## src/rtl/ucl_pkg.sv

```systemverilog
package ucl_pkg;

  typedef enum logic [1:0] {
    ST_IDLE = 2'd0,
    ST_REQ  = 2'd1,
    ST_RESP = 2'd2,
    ST_WAIT = 2'd3
  } life_t;

  // Load port used for writeback: device loads use port 2, non-cacheable
  // loads are spread over the highest nports ports by slot index.
  function automatic logic [1:0] wb_port_of(input logic mmio, input int idx, input int nports);
    int p;
    p = mmio ? 2 : (3 - nports + (idx % nports));
    return p[1:0];
  endfunction

endpackage

```

## src/rtl/ucl_age_cmp.sv

```systemverilog
module ucl_age_cmp #(
  parameter int AGE_W = 6
) (
  input  logic             clk,
  input  logic             rst_n,
  input  logic             entry_valid,
  input  logic [AGE_W-1:0] entry_age,
  input  logic             redir_valid,
  input  logic [AGE_W-1:0] redir_age,
  output logic             flush
);
  localparam int IDX_W = AGE_W - 1;

  function automatic logic is_younger(input logic [AGE_W-1:0] a, input logic [AGE_W-1:0] b);
    if (a[AGE_W-1] == b[AGE_W-1]) return a[IDX_W-1:0] > b[IDX_W-1:0];
    else                          return a[IDX_W-1:0] < b[IDX_W-1:0];
  endfunction

  assign flush = entry_valid && redir_valid && is_younger(entry_age, redir_age);

  p_equal_age_r11: assert property (@(posedge clk) disable iff (!rst_n)
    (redir_valid && redir_age == entry_age) |-> !flush);

endmodule

```

## src/rtl/ucl_slot_track.sv

```systemverilog
module ucl_slot_track #(
  parameter int SLOT_W = 3
) (
  input  logic              clk,
  input  logic              rst_n,
  input  logic              clear,
  input  logic              in_resp,
  input  logic              idr_valid,
  input  logic [SLOT_W-1:0] idr_slot,
  input  logic              rsp_valid,
  input  logic [SLOT_W-1:0] rsp_slot,
  input  logic              flush_defer,
  output logic              accepted,
  output logic [SLOT_W-1:0] slot,
  output logic              defer_q,
  output logic              rsp_hit
);
  logic              acc_q;
  logic [SLOT_W-1:0] slot_q;
  logic              def_q;

  assign rsp_hit  = in_resp && acc_q && rsp_valid && (rsp_slot == slot_q);
  assign accepted = acc_q;
  assign slot     = slot_q;
  assign defer_q  = def_q;

  always_ff @(posedge clk) begin
    if (!rst_n) begin
      acc_q  <= 1'b0;
      slot_q <= '0;
      def_q  <= 1'b0;
    end else if (clear) begin
      acc_q <= 1'b0;
      def_q <= 1'b0;
    end else begin
      if (in_resp && idr_valid && !acc_q) begin
        acc_q  <= 1'b1;
        slot_q <= idr_slot;
      end
      if (rsp_hit)          def_q <= 1'b0;
      else if (flush_defer) def_q <= 1'b1;
    end
  end

  p_slot_stable_r6: assert property (@(posedge clk) disable iff (!rst_n)
    (acc_q && !clear) |=> $stable(slot_q));

  p_defer_hold_r10: assert property (@(posedge clk) disable iff (!rst_n)
    (def_q && !rsp_hit && !clear) |=> def_q);

endmodule

```

## src/rtl/ucl_life_fsm.sv

```systemverilog
module ucl_life_fsm
  import ucl_pkg::*;
(
  input  logic  clk,
  input  logic  rst_n,
  input  logic  can_send,
  input  logic  issue_fire,
  input  logic  rsp_hit,
  input  logic  defer_q,
  input  logic  flush,
  input  logic  wb_ready,
  output life_t state,
  output logic  send_req,
  output logic  wb_valid,
  output logic  wb_fire,
  output logic  flush_defer,
  output logic  free_pulse,
  output logic  in_resp
);
  life_t state_q, state_d;
  logic  outstanding, free_now, free_late;

  assign state       = state_q;
  assign in_resp     = (state_q == ST_RESP);
  assign send_req    = (state_q == ST_REQ);
  assign outstanding = in_resp || (send_req && issue_fire);
  assign free_now    = flush && (!outstanding || rsp_hit);
  assign free_late   = rsp_hit && defer_q;
  assign flush_defer = flush && outstanding && !rsp_hit;
  assign wb_valid    = (state_q == ST_WAIT) && !flush;
  assign wb_fire     = wb_valid && wb_ready;
  assign free_pulse  = wb_fire || free_now || free_late;

  always_comb begin
    state_d = state_q;
    if (free_pulse) begin
      state_d = ST_IDLE;
    end else begin
      unique case (state_q)
        ST_IDLE: if (can_send)   state_d = ST_REQ;
        ST_REQ:  if (issue_fire) state_d = ST_RESP;
        ST_RESP: if (rsp_hit)    state_d = ST_WAIT;
        default: ;
      endcase
    end
  end

  always_ff @(posedge clk) begin
    if (!rst_n) state_q <= ST_IDLE;
    else        state_q <= state_d;
  end

  p_release_pulse_r13: assert property (@(posedge clk) disable iff (!rst_n)
    free_pulse |=> !free_pulse);

  p_release_idle_r8: assert property (@(posedge clk) disable iff (!rst_n)
    free_pulse |=> (state_q == ST_IDLE) && !wb_valid);

  p_issue_drops_r5: assert property (@(posedge clk) disable iff (!rst_n)
    (send_req && issue_fire) |=> !send_req);

  p_excl_r7: assert property (@(posedge clk) disable iff (!rst_n)
    $onehot0({send_req, wb_valid}));

endmodule

```

## src/rtl/ucl_entry.sv

```systemverilog
module ucl_entry
  import ucl_pkg::*;
#(
  parameter int AGE_W     = 6,
  parameter int SLOT_W    = 3,
  parameter int PAY_W     = 16,
  parameter int ENTRY_IDX = 0,
  parameter int NC_PORTS  = 2
) (
  input  logic              clk,
  input  logic              rst_n,
  input  logic              alloc_valid,
  input  logic              alloc_mmio,
  input  logic [AGE_W-1:0]  alloc_age,
  input  logic [PAY_W-1:0]  alloc_data,
  input  logic              redir_valid,
  input  logic [AGE_W-1:0]  redir_age,
  input  logic              rob_is_head,
  input  logic              issue_fire,
  input  logic              idr_valid,
  input  logic [SLOT_W-1:0] idr_slot,
  input  logic              rsp_valid,
  input  logic [SLOT_W-1:0] rsp_slot,
  input  logic              rsp_err,
  input  logic              wb_ready,
  output logic              send_req,
  output logic              wb_valid,
  output logic [1:0]        wb_port,
  output logic [PAY_W-1:0]  wb_data,
  output logic              wb_err,
  output logic              free_pulse
);
  logic              valid_q, mmio_q, err_q;
  logic [AGE_W-1:0]  age_q;
  logic [PAY_W-1:0]  data_q;

  // named internal events
  logic              ev_alloc, ev_flush, ev_can_send, ev_rsp_hit;
  logic              ev_flush_defer, ev_wb_fire, ev_in_resp;
  logic              trk_defer, trk_accepted;
  logic [SLOT_W-1:0] trk_slot;
  life_t             state;

  assign ev_alloc    = alloc_valid && !valid_q;
  assign ev_can_send = valid_q && (!mmio_q || rob_is_head);

  ucl_age_cmp #(.AGE_W(AGE_W)) u_age (
    .clk(clk), .rst_n(rst_n),
    .entry_valid(valid_q), .entry_age(age_q),
    .redir_valid(redir_valid), .redir_age(redir_age),
    .flush(ev_flush)
  );

  ucl_life_fsm u_fsm (
    .clk(clk), .rst_n(rst_n),
    .can_send(ev_can_send), .issue_fire(issue_fire), .rsp_hit(ev_rsp_hit),
    .defer_q(trk_defer), .flush(ev_flush), .wb_ready(wb_ready),
    .state(state), .send_req(send_req), .wb_valid(wb_valid), .wb_fire(ev_wb_fire),
    .flush_defer(ev_flush_defer), .free_pulse(free_pulse), .in_resp(ev_in_resp)
  );

  ucl_slot_track #(.SLOT_W(SLOT_W)) u_trk (
    .clk(clk), .rst_n(rst_n), .clear(ev_alloc), .in_resp(ev_in_resp),
    .idr_valid(idr_valid), .idr_slot(idr_slot),
    .rsp_valid(rsp_valid), .rsp_slot(rsp_slot), .flush_defer(ev_flush_defer),
    .accepted(trk_accepted), .slot(trk_slot), .defer_q(trk_defer), .rsp_hit(ev_rsp_hit)
  );

  always_ff @(posedge clk) begin
    if (!rst_n) begin
      valid_q <= 1'b0;
      mmio_q  <= 1'b0;
      age_q   <= '0;
      data_q  <= '0;
      err_q   <= 1'b0;
    end else begin
      if (ev_alloc) begin
        valid_q <= 1'b1;
        mmio_q  <= alloc_mmio;
        age_q   <= alloc_age;
        data_q  <= alloc_data;
        err_q   <= 1'b0;
      end else if (free_pulse) begin
        valid_q <= 1'b0;
      end
      if (ev_rsp_hit) err_q <= rsp_err;
    end
  end

  assign wb_port = wb_port_of(mmio_q, ENTRY_IDX, NC_PORTS);
  assign wb_data = data_q;
  assign wb_err  = err_q;

  p_mmio_hold_r4: assert property (@(posedge clk) disable iff (!rst_n)
    (valid_q && mmio_q && !rob_is_head && state == ST_IDLE) |=> !send_req);

  p_free_empties_r8: assert property (@(posedge clk) disable iff (!rst_n)
    free_pulse |=> !valid_q);

  p_accept_needs_issue_r6: assert property (@(posedge clk) disable iff (!rst_n)
    $rose(trk_accepted) |-> $past(ev_in_resp));

  p_wb_only_valid_r7: assert property (@(posedge clk) disable iff (!rst_n)
    wb_valid |-> valid_q && !trk_defer);

  p_fire_gives_pulse_r8: assert property (@(posedge clk) disable iff (!rst_n)
    ev_wb_fire |-> free_pulse);

endmodule

```

## config.mk

```make
export PLATFORM = sky130hd
export DESIGN_NAME = ucl_entry
export DESIGN_NICKNAME = d
export VERILOG_FILES = /design/src/rtl/ucl_pkg.sv /design/src/rtl/ucl_age_cmp.sv /design/src/rtl/ucl_slot_track.sv /design/src/rtl/ucl_life_fsm.sv /design/src/rtl/ucl_entry.sv
export SDC_FILE = /design/constraint.sdc
export NUM_CORES = 1
export LEC_CHECK = 0
export BUFFER_PORTS_ARGS = -buffer_cell sky130_fd_sc_hd__buf_2
export CORE_MARGIN = 2
export CORE_UTILIZATION = 52
export DETAILED_ROUTE_END_ITERATION = 7
export PLACE_DENSITY = 0.91
export SLEW_MARGIN = 25
export SYNTH_ARGS = -nofsm -noshare
export SYNTH_HDL_FRONTEND = slang
export SYNTH_HIERARCHICAL = 1
export SYNTH_SLANG_ARGS = --single-unit
```

## constraint.sdc

```tcl
create_clock -name clk -period 5.6 [get_ports clk]
set_input_delay 0.84 -clock clk [delete_from_list [all_inputs] [get_ports clk]]
set_output_delay 0.84 -clock clk [all_outputs]
set_load 0.05 [all_outputs]
```

==> metrics.md <==
| Metric | Value |
|---|---|
| Final Hold Viols | 0 |
| Quantity of I/O buffers inserted on ports | 66 |
| Post-CTS setup-driven buffer insertion count | 0 |
| Uppermost signal routing layer after detailed routing | met4 |
| Yosys warnings | 6 |
| Startpoint of the worst register-to-register path | u_fsm/state[0]$_SDFFE_PP0P_ |
| WL met3 | between 150 and 200 um |
| Met2 WL | 1.67 mm |
| Worst min path class | reg -> reg |
| Number of antenna cells inserted | 0 |
| Final clock skew | roughly 0.0096 ns |
| Clock Tree Root | clkbuf_4 |
| Clock tree from TritonCTS | yes |
| Classification of the worst setup path | in -> out |
| Slew Limit Fails | 0 |
| Tightest slew margin relative to the limit | 59.2% |
| Met1 wire length | 1.38 mm |
| Clock Sinks | 32 |
| Area growth from synthesis to layout | 22.2% |
| Highest-delay cell along the critical path | mux2i_1 |
| Detail-routed via count per cell | 4.80 |
| Most used cells in the layout excluding fill and tap cells | buf_2 (66), nand2_1 (50), dfxtp_1 (32) |
| Maximum capacitance violations | 0 |
| Cell depth of the worst min-delay path | 2 |
| Setup-violating endpoint count in the final report | 0 |
| WL/cell | 11.4 um |
| Setup repair after global routing missed its margin | no |
| Avg Cell Area, Syn | 9.42 um^2 |
| Antenna violations before repair | 0 |
| Power density over the cells | 286 nW/um^2 |
| Clock transition at path regs | 0.09 ns |
| Tightest Pin Transition | 0.608 ns |
| Aggregate routed wire length | 3.27 mm |
| Number of primary I/O pins | 67 |
| Peak Freq | about 290 MHz |
| FP Rows | 20 |
| Final core utilization | approximately 67% |
| Final critical path time including I/O delays and setup | 3.49 ns |
| Fin worst setup slack | roughly 2.1 ns |
| Depth of the worst register-to-register path | 8 |
| Final HPWL from detailed placement | 2.58 mm |
| Worst Setup End Kind | output pin |
| Number of global-route vias before repair | 1315 |
| Critical path data arrival time | between 2 and 3 ns |
| DRT antenna net count | 0 |
| Final #Nets | 298 |
| Die boundary width | 60.8 um |
| H-tree level count | 2 |
| Most frequent standard cell in the layout excluding fill and tap cells | buf_2 |
| Required time of the worst setup path | between 4 and 5 ns |
| Routed via count | about 1400 |
| Fin crit share | 62.4% |
| Die Footprint | 3690 um^2 |
| Number of buffers on the longest clock path | 2 |
| Worst setup timing slack at the placement stage | 2.13 ns |
| Die height | 60.8 um |
| Placeable Area | 3050 um^2 |
| Global Route Usage Sum | 19.6% |
| Share of post-route cells with drive strength above 1 | 41.6% |
| Worst VDD drop | 0.000150 V |
| Register-to-register setup slack | around 3.3 ns |
| Hold worst-path end | wb_data[2]$_SDFFE_PN0P_ |
| Synthesized netlist cell count | 178 |
| Endpoint of the worst-slack reg-to-reg timing path | u_fsm/state[0]$_SDFFE_PP0P_ |
| First-pass GRT wire length | about 5.3 mm |
| Result of the run | complete, no violations |
| Gp weighted congestion | 0.804 |
| Clk Latency, worst-skew pair | 0.31 ns |
| Hold buffer count at CTS | 0 |
| Category of cells accounting for the largest share of critical-path delay | compound AO/OA/AOI/OAI gates |
| Starting density of the core | 54.9% |
| Final total negative setup slack | 0 ns |
| Post-cts sizing count | 0 |
| Length of the first detailed-routing pass in iterations | 4 |
| Initial DRC count | 27 |
| Largest net degree at the start of global routing | 31 |
| Combined area of all synthesized cells | roughly 1700 um^2 |
| Cell with the most instances on the worst path | buf_2 |
| Remaining DRCs | 0 |
| Leak Pwr | 0.951 nW |
| Highest fanout seen on the critical path | 3 |
| Worst min-delay path startpoint | wb_data[2]$_SDFFE_PN0P_ |
| Overflow left after global routing | 0 |
| Largest incremental delay on the critical path | approximately 0.32 ns |
| Post-synthesis net count | approximately 230 |
| Bufs and invs on worst path | 3 |
| Number of CTS-inserted buffers | 5 |
| CP Launch Type | input port |
| List of cells traversed by the critical path | buf_2, inv_1, ha_1, a21oi_1, o22ai_1, a211oi_2, mux2i_1, nor3b_2, nor2_1, buf_2 |
## worst max-delay path by stage
stage	from	to	slack, ns	depth (start not counted)
final	redir_age[2]	free_pulse	2.11	10
after global routing	redir_age[2]	free_pulse	1.90	10
after CTS	redir_age[2]	free_pulse	2.13	10
after detailed placement	redir_age[2]	free_pulse	2.13	10
after global placement	redir_age[2]	free_pulse	2.20	10
after floorplan	redir_age[2]	free_pulse	2.12	8
## registers in the layout, summed over array words and instances, names as in the netlist
register / flops
valid_q: 1
u_trk/slot: 3
u_trk/defer_q: 1
wb_err: 1
age_q: 6
mmio_q: 1
u_trk/accepted: 1
wb_data: 16
u_fsm/state: 2
## report_power, final
group,internal (W),leakage [nW],switching (W)
combinational,0.0000701,0.651,0.000114
sequential,0.000246,0.262,0.0000148
clock,0.0000712,0.0374,0.0000707
total,0.000387,0.951,0.000200
## worst reg2reg max path, delay by kind of cell, from the launching register on
| family | cells | cell delay, ns |
|---|---|---|
| flops | 1 | 0.37 |
| simple gates | 4 | 0.93 |
| fa+ha+maj | 1 | 0.22 |
| compound gates | 2 | 0.62 |
| buf+inv | 1 | 0.10 |
## final cells by class
cell class              count  area, um^2
flip-flops and latches     32         641
fillers                   278        1000
clock buffers               7        65.1
multi-input cells         127         908
well taps                  44        55.1
repair buffers             66         330
inverters                  11        48.8
## routing by layer
layer | vias to the layer above | global-route usage (%)
li1 | 724 | -
met1 | 605 | 19.8
met4 | 0 | 9.63
met2 | 48 | 37.5
met3 | 2 | 4.26
met5 | - | 0
## metrics by stage
step                hold slack (ns)  area, um^2  power (W)  instances
floorplan                     0.447        1680   0.000412        178
global placement              0.450        1980   0.000446        280
detailed placement            0.455        1980   0.000452        280
CTS                           0.468        2050   0.000596        287
global route                  0.485        2050   0.000623        287
finish                        0.463        2050   0.000587        287
(Power assumes the default switching activity.)
